File: src/rtl/tas_lock_pkg.sv
// Shared definitions for the two-port test-and-set lock.
// Assumes exactly two ports; the serial order follows port index.
package tas_lock_pkg;
    localparam int NPORT = 2;

    typedef enum logic {
        OP_TAS = 1'b0,
        OP_CLR = 1'b1
    } op_kind_e;

    typedef enum logic [2:0] {
        SQ_IDLE = 3'd0,
        SQ_TRY  = 3'd1,
        SQ_WAIT = 3'd2,
        SQ_BACK = 3'd3,
        SQ_CRIT = 3'd4,
        SQ_REL  = 3'd5
    } seq_state_e;
endpackage

File: src/rtl/tas_lock_core.sv
// Lock bit with same-cycle serialization of all port operations.
// Port index sets the order: lower index applied first. Each port's
// returned value is the bit as the ports before it left it.
// Assumes req_kind is meaningful only where req_vld is high.
module tas_lock_core
    import tas_lock_pkg::*;
(
    input  logic             clk,
    input  logic             rst_n,
    input  logic [NPORT-1:0] req_vld,
    input  logic [NPORT-1:0] req_kind,
    output logic             lock_o,
    output logic [NPORT-1:0] rsp_vld,
    output logic [NPORT-1:0] rsp_old
);
    logic             lock_q;
    logic [NPORT:0]   chain;
    logic [NPORT-1:0] old_c;

    // Walk the ports in order, each seeing the previous one's result.
    always_comb begin
        chain[0] = lock_q;
        for (int p = 0; p < NPORT; p++) begin
            old_c[p] = chain[p];
            if (req_vld[p]) begin
                chain[p+1] = (req_kind[p] == OP_CLR) ? 1'b0 : 1'b1;
            end else begin
                chain[p+1] = chain[p];
            end
        end
    end

    // Commit the final value and register per-port responses.
    always_ff @(posedge clk) begin
        if (!rst_n) begin
            lock_q  <= 1'b0;
            rsp_vld <= '0;
            rsp_old <= '0;
        end else begin
            lock_q  <= chain[NPORT];
            rsp_vld <= req_vld;
            rsp_old <= old_c;
        end
    end

    assign lock_o = lock_q;
endmodule

File: src/rtl/tas_lock_portsel.sv
// Per-port selector between the sequencer and the direct request.
// The sequencer wins the port whenever it sends; a direct request in
// that cycle is dropped. The response is routed back to whichever
// source sent the request, using a one-bit record of the source.
module tas_lock_portsel (
    input  logic clk,
    input  logic rst_n,
    input  logic dir_vld,
    input  logic dir_kind,
    input  logic seq_vld,
    input  logic seq_kind,
    input  logic core_rsp_vld,
    input  logic core_rsp_old,
    output logic core_vld,
    output logic core_kind,
    output logic rsp_vld_o,
    output logic rsp_old_o,
    output logic seq_rsp_vld,
    output logic seq_rsp_old
);
    logic from_seq_q;

    // Choose the request source for this cycle.
    always_comb begin
        core_vld  = seq_vld | dir_vld;
        core_kind = seq_vld ? seq_kind : dir_kind;
    end

    // Remember who sent the request so the response goes back to it.
    always_ff @(posedge clk) begin
        if (!rst_n) begin
            from_seq_q <= 1'b0;
        end else begin
            from_seq_q <= seq_vld;
        end
    end

    // Split the response between the direct port and the sequencer.
    always_comb begin
        rsp_vld_o   = core_rsp_vld & ~from_seq_q;
        rsp_old_o   = core_rsp_old & ~from_seq_q;
        seq_rsp_vld = core_rsp_vld & from_seq_q;
        seq_rsp_old = core_rsp_old & from_seq_q;
    end
endmodule

File: src/rtl/tas_lock_seq.sv
// Acquire/release sequencer for one port.
// Idle until want_i; then sends test-and-set, waits for the response,
// and either enters the critical state (value 0) or backs off
// RETRY_GAP cycles and retries. done_i in the critical state sends a
// clear and returns to idle. Assumes a response one cycle after issue.
module tas_lock_seq
    import tas_lock_pkg::*;
#(
    parameter int RETRY_GAP = 1
) (
    input  logic clk,
    input  logic rst_n,
    input  logic want_i,
    input  logic done_i,
    input  logic rsp_vld_i,
    input  logic rsp_old_i,
    output logic op_vld_o,
    output logic op_kind_o,
    output logic busy_o,
    output logic crit_o
);
    localparam int CW = (RETRY_GAP > 1) ? $clog2(RETRY_GAP) : 1;
    localparam logic [CW-1:0] LOAD = CW'((RETRY_GAP > 0) ? RETRY_GAP - 1 : 0);

    seq_state_e    state_q, state_n;
    logic [CW-1:0] cnt_q, cnt_n;

    // Next-state and backoff counter logic.
    always_comb begin
        state_n = state_q;
        cnt_n   = cnt_q;
        case (state_q)
            SQ_IDLE: if (want_i) state_n = SQ_TRY;
            SQ_TRY:  state_n = SQ_WAIT;
            SQ_WAIT: begin
                if (rsp_vld_i) begin
                    if (!rsp_old_i) begin
                        state_n = SQ_CRIT;
                    end else if (RETRY_GAP == 0) begin
                        state_n = SQ_TRY;
                    end else begin
                        state_n = SQ_BACK;
                        cnt_n   = LOAD;
                    end
                end
            end
            SQ_BACK: begin
                if (cnt_q == '0) begin
                    state_n = SQ_TRY;
                end else begin
                    cnt_n = cnt_q - 1'b1;
                end
            end
            SQ_CRIT: if (done_i) state_n = SQ_REL;
            SQ_REL:  state_n = SQ_IDLE;
            default: state_n = SQ_IDLE;
        endcase
    end

    // State and counter registers.
    always_ff @(posedge clk) begin
        if (!rst_n) begin
            state_q <= SQ_IDLE;
            cnt_q   <= '0;
        end else begin
            state_q <= state_n;
            cnt_q   <= cnt_n;
        end
    end

    // Operation requests and status outputs decoded from the state.
    always_comb begin
        op_vld_o  = (state_q == SQ_TRY) || (state_q == SQ_REL);
        op_kind_o = (state_q == SQ_REL) ? OP_CLR : OP_TAS;
        busy_o    = (state_q != SQ_IDLE);
        crit_o    = (state_q == SQ_CRIT);
    end
endmodule

File: src/rtl/tas_lock_pair.sv
// Top: two-port test-and-set lock with one sequencer per port.
// Each port has a direct operation interface and a sequencer sharing
// it (the sequencer has precedence). Same-cycle operations serialize
// port 0 before port 1. Responses arrive one cycle after the request.
module tas_lock_pair
    import tas_lock_pkg::*;
#(
    parameter int RETRY_GAP = 1
) (
    input  logic       clk,
    input  logic       rst_n,
    input  logic [1:0] op_vld_i,
    input  logic [1:0] op_kind_i,
    output logic [1:0] rsp_vld_o,
    output logic [1:0] rsp_old_o,
    input  logic [1:0] seq_want_i,
    input  logic [1:0] seq_done_i,
    output logic [1:0] seq_busy_o,
    output logic [1:0] seq_crit_o,
    output logic       lock_o
);
    logic [NPORT-1:0] core_vld;
    logic [NPORT-1:0] core_kind;
    logic [NPORT-1:0] core_rsp_vld;
    logic [NPORT-1:0] core_rsp_old;
    logic [NPORT-1:0] seq_op_vld;
    logic [NPORT-1:0] seq_op_kind;
    logic [NPORT-1:0] seq_rsp_vld;
    logic [NPORT-1:0] seq_rsp_old;

    tas_lock_core u_core (
        .clk      (clk),
        .rst_n    (rst_n),
        .req_vld  (core_vld),
        .req_kind (core_kind),
        .lock_o   (lock_o),
        .rsp_vld  (core_rsp_vld),
        .rsp_old  (core_rsp_old)
    );

    for (genvar p = 0; p < NPORT; p++) begin : g_port
        tas_lock_seq #(
            .RETRY_GAP (RETRY_GAP)
        ) u_seq (
            .clk       (clk),
            .rst_n     (rst_n),
            .want_i    (seq_want_i[p]),
            .done_i    (seq_done_i[p]),
            .rsp_vld_i (seq_rsp_vld[p]),
            .rsp_old_i (seq_rsp_old[p]),
            .op_vld_o  (seq_op_vld[p]),
            .op_kind_o (seq_op_kind[p]),
            .busy_o    (seq_busy_o[p]),
            .crit_o    (seq_crit_o[p])
        );

        tas_lock_portsel u_sel (
            .clk          (clk),
            .rst_n        (rst_n),
            .dir_vld      (op_vld_i[p]),
            .dir_kind     (op_kind_i[p]),
            .seq_vld      (seq_op_vld[p]),
            .seq_kind     (seq_op_kind[p]),
            .core_rsp_vld (core_rsp_vld[p]),
            .core_rsp_old (core_rsp_old[p]),
            .core_vld     (core_vld[p]),
            .core_kind    (core_kind[p]),
            .rsp_vld_o    (rsp_vld_o[p]),
            .rsp_old_o    (rsp_old_o[p]),
            .seq_rsp_vld  (seq_rsp_vld[p]),
            .seq_rsp_old  (seq_rsp_old[p])
        );
    end
endmodule

File: config.mk
export PLATFORM = sky130hd
export DESIGN_NAME = tas_lock_pair
export DESIGN_NICKNAME = d
export VERILOG_FILES = /design/src/rtl/tas_lock_pkg.sv /design/src/rtl/tas_lock_core.sv /design/src/rtl/tas_lock_portsel.sv /design/src/rtl/tas_lock_seq.sv /design/src/rtl/tas_lock_pair.sv
export SDC_FILE = /design/constraint.sdc
export NUM_CORES = 1
export LEC_CHECK = 0
export CAP_MARGIN = 40
export CELL_PAD_IN_SITES_DETAIL_PLACEMENT = 0
export CELL_PAD_IN_SITES_GLOBAL_PLACEMENT = 1
export CORE_MARGIN = 3
export CORE_UTILIZATION = 38
export CTS_BUF_LIST = sky130_fd_sc_hd__clkbuf_4
export CTS_CLUSTER_DIAMETER = 200
export CTS_CLUSTER_SIZE = 16
export DETAILED_ROUTE_END_ITERATION = 7
export PLACE_DENSITY = 0.83
export REMOVE_ABC_BUFFERS = 1
export SLEW_MARGIN = 15
export SYNTH_ARGS = -nofsm -noshare
export SYNTH_HDL_FRONTEND = slang
export SYNTH_SLANG_ARGS = --single-unit
export TNS_END_PERCENT = 100
File: constraint.sdc
create_clock -name clk -period 2.2 [get_ports clk]
set_input_delay 0.44 -clock clk [delete_from_list [all_inputs] [get_ports clk]]
set_output_delay 0.44 -clock clk [all_outputs]
set_load 0.1 [all_outputs]
======== After elaboration in Yosys (flattened, before gate mapping) ========
Index checks and enable logic that the tools add are counted.
storage, ports and cells
  register bits ........................... 15
  input bits .............................. 10
  output and inout port bits .............. 9
  word-level logic and storage cells ...... 83
cells by class
  $add $sub $neg .......................... 2
  eq/ne operators ......................... 20
  multiplexer cells ....................... 28
  bitwise gates (word level) .............. 12
  reductions and logical operators ........ 12
operators by type and width
  operator                                                number
  2-to-1 mux 3 bit                                        10
  case mux 3 bit (5 select lines)                         2
  2-to-1 mux 1 bit                                        14
  == test 3 x 2 -> 1 bit (second input constant)          4
  == test 3 bit (second input constant)                   4
  inequality test 2 bit (second input constant)           6
  AND 1 bit                                               8
  inequality test 2 x 1 -> 1 bit (second input constant)  4
  AND reduction 4 bit                                     2
  == test 3 x 1 -> 1 bit (second input constant)          2
  zero test 3 bit                                         2
  AND reduction 3 bit                                     2
  nonzero test 3 bit                                      2
  case mux 1 bit (2 select lines)                         2
  nonzero test 2 bit                                      2
  logical OR 1 bit                                        2
  inverter 1 bit                                          2
  OR 1 bit                                                2
  subtractor 1 bit (second input constant)                2

======== Depth between registers and ports, before layout ========
  depth after elaboration ................. 6
  depth in mapped cells ................... 4
  mapped depth without buffers ............ 3

======== Modules after synthesis ========
A second synthesis with hierarchy kept.
unflattened totals
  cell total of the unflattened synthesis .. 70
  area total of the unflattened synthesis .. 724.4 µm²
by module, submodules not included
  module            times used  cells an instance  area each (µm²)  seq. area each (µm²)
  tas_lock_seq      2           20                 205.2            60.1
  tas_lock_core     1           14                 166.4            100.1
  tas_lock_portsel  2           8                  73.8             20.0

======== Worst setup path before layout ========
OpenSTA, ideal clock, no wires.
  path type ............................... register to register
  start point ............................. register u_core.lock_q (netlist: u_core.lock_o)
  end point ............................... register u_core.lock_q (netlist: u_core.lock_o)
  setup time .............................. 95 ps
  data arrival time ....................... 1506 ps
  required time ........................... 2105 ps
  setup slack ............................. 598 ps
  cell stages (with the launch flop) ...... 4
  path buffers ............................ 0
  period minus slack after synthesis ...... 1602 ps
  cells stage by stage .................... dfxtp_1 > nor2b_1 > o311ai_1 > a221oi_1
on the way
  longest elaborated chain between the ends .. 2
RTL lines
  element                        line                 RTL
  start: declaration             tas_lock_core.sv:16  logic lock_q;
  start signal: assignment       tas_lock_core.sv:40  lock_q <= chain[NPORT];
  2-to-1 mux 1 bit (2 in a row)  tas_lock_core.sv:25  if (req_vld[p]) begin
No other way between the ends.
A chain may end at the register's enable or synchronous reset.

======== Worst setup path in the final report ========
  start point ............................. register g_port[1].u_seq.state_q[2]
  end point ............................... output seq_crit_o[1]
on the way
  longest elaborated chain between the ends .. 1
RTL lines
  element                   line                 RTL
  start: declaration        tas_lock_seq.sv:25   seq_state_e state_q, state_n;
  start signal: assignment  tas_lock_seq.sv:66   state_q <= state_n;
  == test 3 bit             tas_lock_seq.sv:76   crit_o = (state_q == SQ_CRIT);
  end: declaration          tas_lock_pair.sv:19  output logic [1:0] seq_crit_o,
No other way between the ends.

==> run summary <==
RSZ-0062 raised after global routing: false
Initial Util: 0.434
antenna cell count: 0
FF+latch count, synth: 13
fin. max-slew vios: 0
Hold Path Class: reg2reg
MaxCap Viol Count: 0
die span in y: 48.9 µm
share of layout cells above drive strength 1: 0.165
CTS clk-pin slew, worst paths: 0.08 ns
Critical Path, Cell by Cell: inv_1, nor3_1, buf_12
part of the cycle the worst path needs: 0.847
GRT Residual Overflow: 0
gpl congestion: 0.773
Bufs on Longest Clock Path: 2
fin cells: 115
top cells by area, synth: dfxtp_1, nor2b_1, buf_4
Slew @ Worst Pin: 0.356 ns
Worst-Skew Late Latency: 0.27 ns
# rows: 14
final period demand of the worst path: 1.86 ns
synthesized cell area: 699 µm²
port bufs: 18
1st-iter DRT viols: 12
PwrDens: 1240 mW/mm²
VDD IR-drop max: 0.000745 V
Critical Path RT: 1.76 ns
Power, Total: 1.08 mW
crit end category: output port
Mapped Cells: 79
worst setup margin: 0.336 ns
clock buffer count from CTS: 3
share of synthesized registers carrying an async set or reset: 0
WP data arrival: 1.42 ns
WS Path Type: reg2out
Lkg Pwr: 0.340 nW
Via density: 4.83
Post-CTS Hold Fix Bufs: 0
Setup crit start kind: register
Slowest cell on crit path: dfxtp_1
Root Driver: clkbuf_4
FMAX: 536 MHz
htree depth: 1
top-area cell type share of the netlist area: 0.372
CP peak stage delay: 0.49 ns
Synth Warn #: 0
Nets: 102
DRC Markers: 0
crit path max fanout: 8
core box area: 0.00161 mm²
fill count: 159
Post-synth EDFFs: 0
Rel. slew slack: 0.762
hpwl dp: 1.06 mm
DRT antenna net count: 0
clock tree sinks: 13
number of global-route vias before repair: 516
Hold Fails Final Rpt: 0
predominant post-synthesis flop cell: dfxtp_1
post-synthesis area per instance: 8.85 µm²
routed len/inst: 11.8 µm
Area Overhead vs Synth: 24.3%
antenna violations before repair: 0
register area share after synthesis: 0.372
DR vias: 556
Top-Level Pins: 19
Setup TNS: 0 ns
final wirelength: 1.35 mm
DP Worst Slack: 0.576 ns
die area: 0.00239 mm²
largest net degree at the start of global routing: 11
Die Wd: 48.9 µm
CTS tree: done
drt first pass iters: 4
Synth area leader: dfxtp_1
Post-CTS Setup Bufs: 0
CP delay by family, top: flip-flops
Worst R2R Setup Slack: 0.97 ns
Distinct cells, synth: 28
status: finished clean
Buf/Inv on CP: 2
post-cts resize count: 0
cell count after placement: 111
global-route wire length before repair: 2.24 mm
Layout Skew: 0.00431 ns
final setup violating endpoints: 0
Global Route Usage Sum: 0.123
## worst paths after layout
kind | from | to | depth (start not counted)
min reg2reg | u_core.lock_o$_SDFF_PN0_ | u_core.rsp_old[0]$_SDFF_PN0_ | 1
max reg2reg | g_port[1].u_seq.state_q[2]$_SDFFE_PN0P_ | g_port[1].u_seq.state_q[2]$_SDFFE_PN0P_ | 3
max | g_port[1].u_seq.state_q[2]$_SDFFE_PN0P_ | seq_crit_o[1] | 3
min | u_core.lock_o$_SDFF_PN0_ | u_core.rsp_old[0]$_SDFF_PN0_ | 1
## per-layer routing
layer  GRT usage  share of wire  up-vias  wire [µm]
li1            -              -      297          -
met1       0.164           0.50      238        683
met2       0.158           0.40       17        541
met3      0.0642          0.070        4         95
met4      0.0569          0.024        0         33
met5           0              0        -          0
## placed cells by master (no fill, tap or decap)
master,n
a21oi_1,5
o311a_1,1
dfxtp_1,13
clkbuf_4,4
buf_4,7
nand4b_1,1
nand2b_1,3
o41ai_2,1
a32o_1,1
a221oi_1,1
o311ai_1,1
clkdlybuf4s50_1,9
nand2_1,3
o32a_1,1
nor2b_1,11
nor3_1,3
nor3b_1,2
or3_1,1
and2b_1,1
inv_1,3
nand3b_1,2
mux2i_1,2
and2_1,2
o21ai_1,2
a211oi_1,2
nor4b_2,1
o21ai_0,1
nor2_1,4
o21a_1,1
buf_12,2
## worst reg2reg max path, cell delays in order, from the launching register on
cell,delay (ns)
dfxtp_1,0.49
inv_1,0.12
a32o_1,0.27
o41ai_2,0.26
## through the flow
step / utilization / instance area (µm²) / hold slack (ns)
after floorplan: - / 627 / 0.505
after global placement: 0.521 / 840 / 0.503
after detailed placement: 0.521 / 840 / 0.489
after CTS: 0.540 / 870 / 0.507
after global routing: 0.540 / 870 / 0.530
final: 0.540 / 870 / 0.500
## synth_stat cells (2+ instances only)
cell,n
nand3b_1,2
dfxtp_1,13
buf_4,9
mux2i_1,2
nor3b_1,2
a21oi_1,5
nand2b_1,3
nor2_1,4
nor2b_1,11
nor3_1,3
nand2_1,3
a211oi_1,2
and2_1,2
o21ai_1,2
inv_1,3
## logic make-up after synthesis
family	share of synthesized area
AND/OR/NAND/NOR	0.299
flip-flops	0.372
AO/OA/AOI/OAI	0.181
buffers and inverters	0.120
multiplexers	0.0286
## where the power goes
part | total (mW) | internal (mW) | switching (mW)
clock | 0.157 | 0.0826 | 0.0740
sequential | 0.347 | 0.282 | 0.0649
combinational | 0.577 | 0.170 | 0.407
## flip-flops by register name (all words and copies together) (netlist names)
| name | count |
|---|---|
| u_core.rsp_vld | 2 |
| g_port.u_sel.from_seq_q | 2 |
| g_port.u_seq.state_q | 6 |
| u_core.rsp_old | 2 |
| u_core.lock_o | 1 |
## area by class of cell
cell class                      instances  area [µm²]  share of cell area
Sequential cell                        13         260               0.299
Clock buffer                            4        30.0              0.0345
Multi-Input combinational cell         53         355               0.409
Timing Repair Buffer                   18         183               0.210
Inverter                                3        11.3              0.0129
Tap cell                               24        30.0              0.0345
Note: power is estimated with default switching activity, not from simulation.
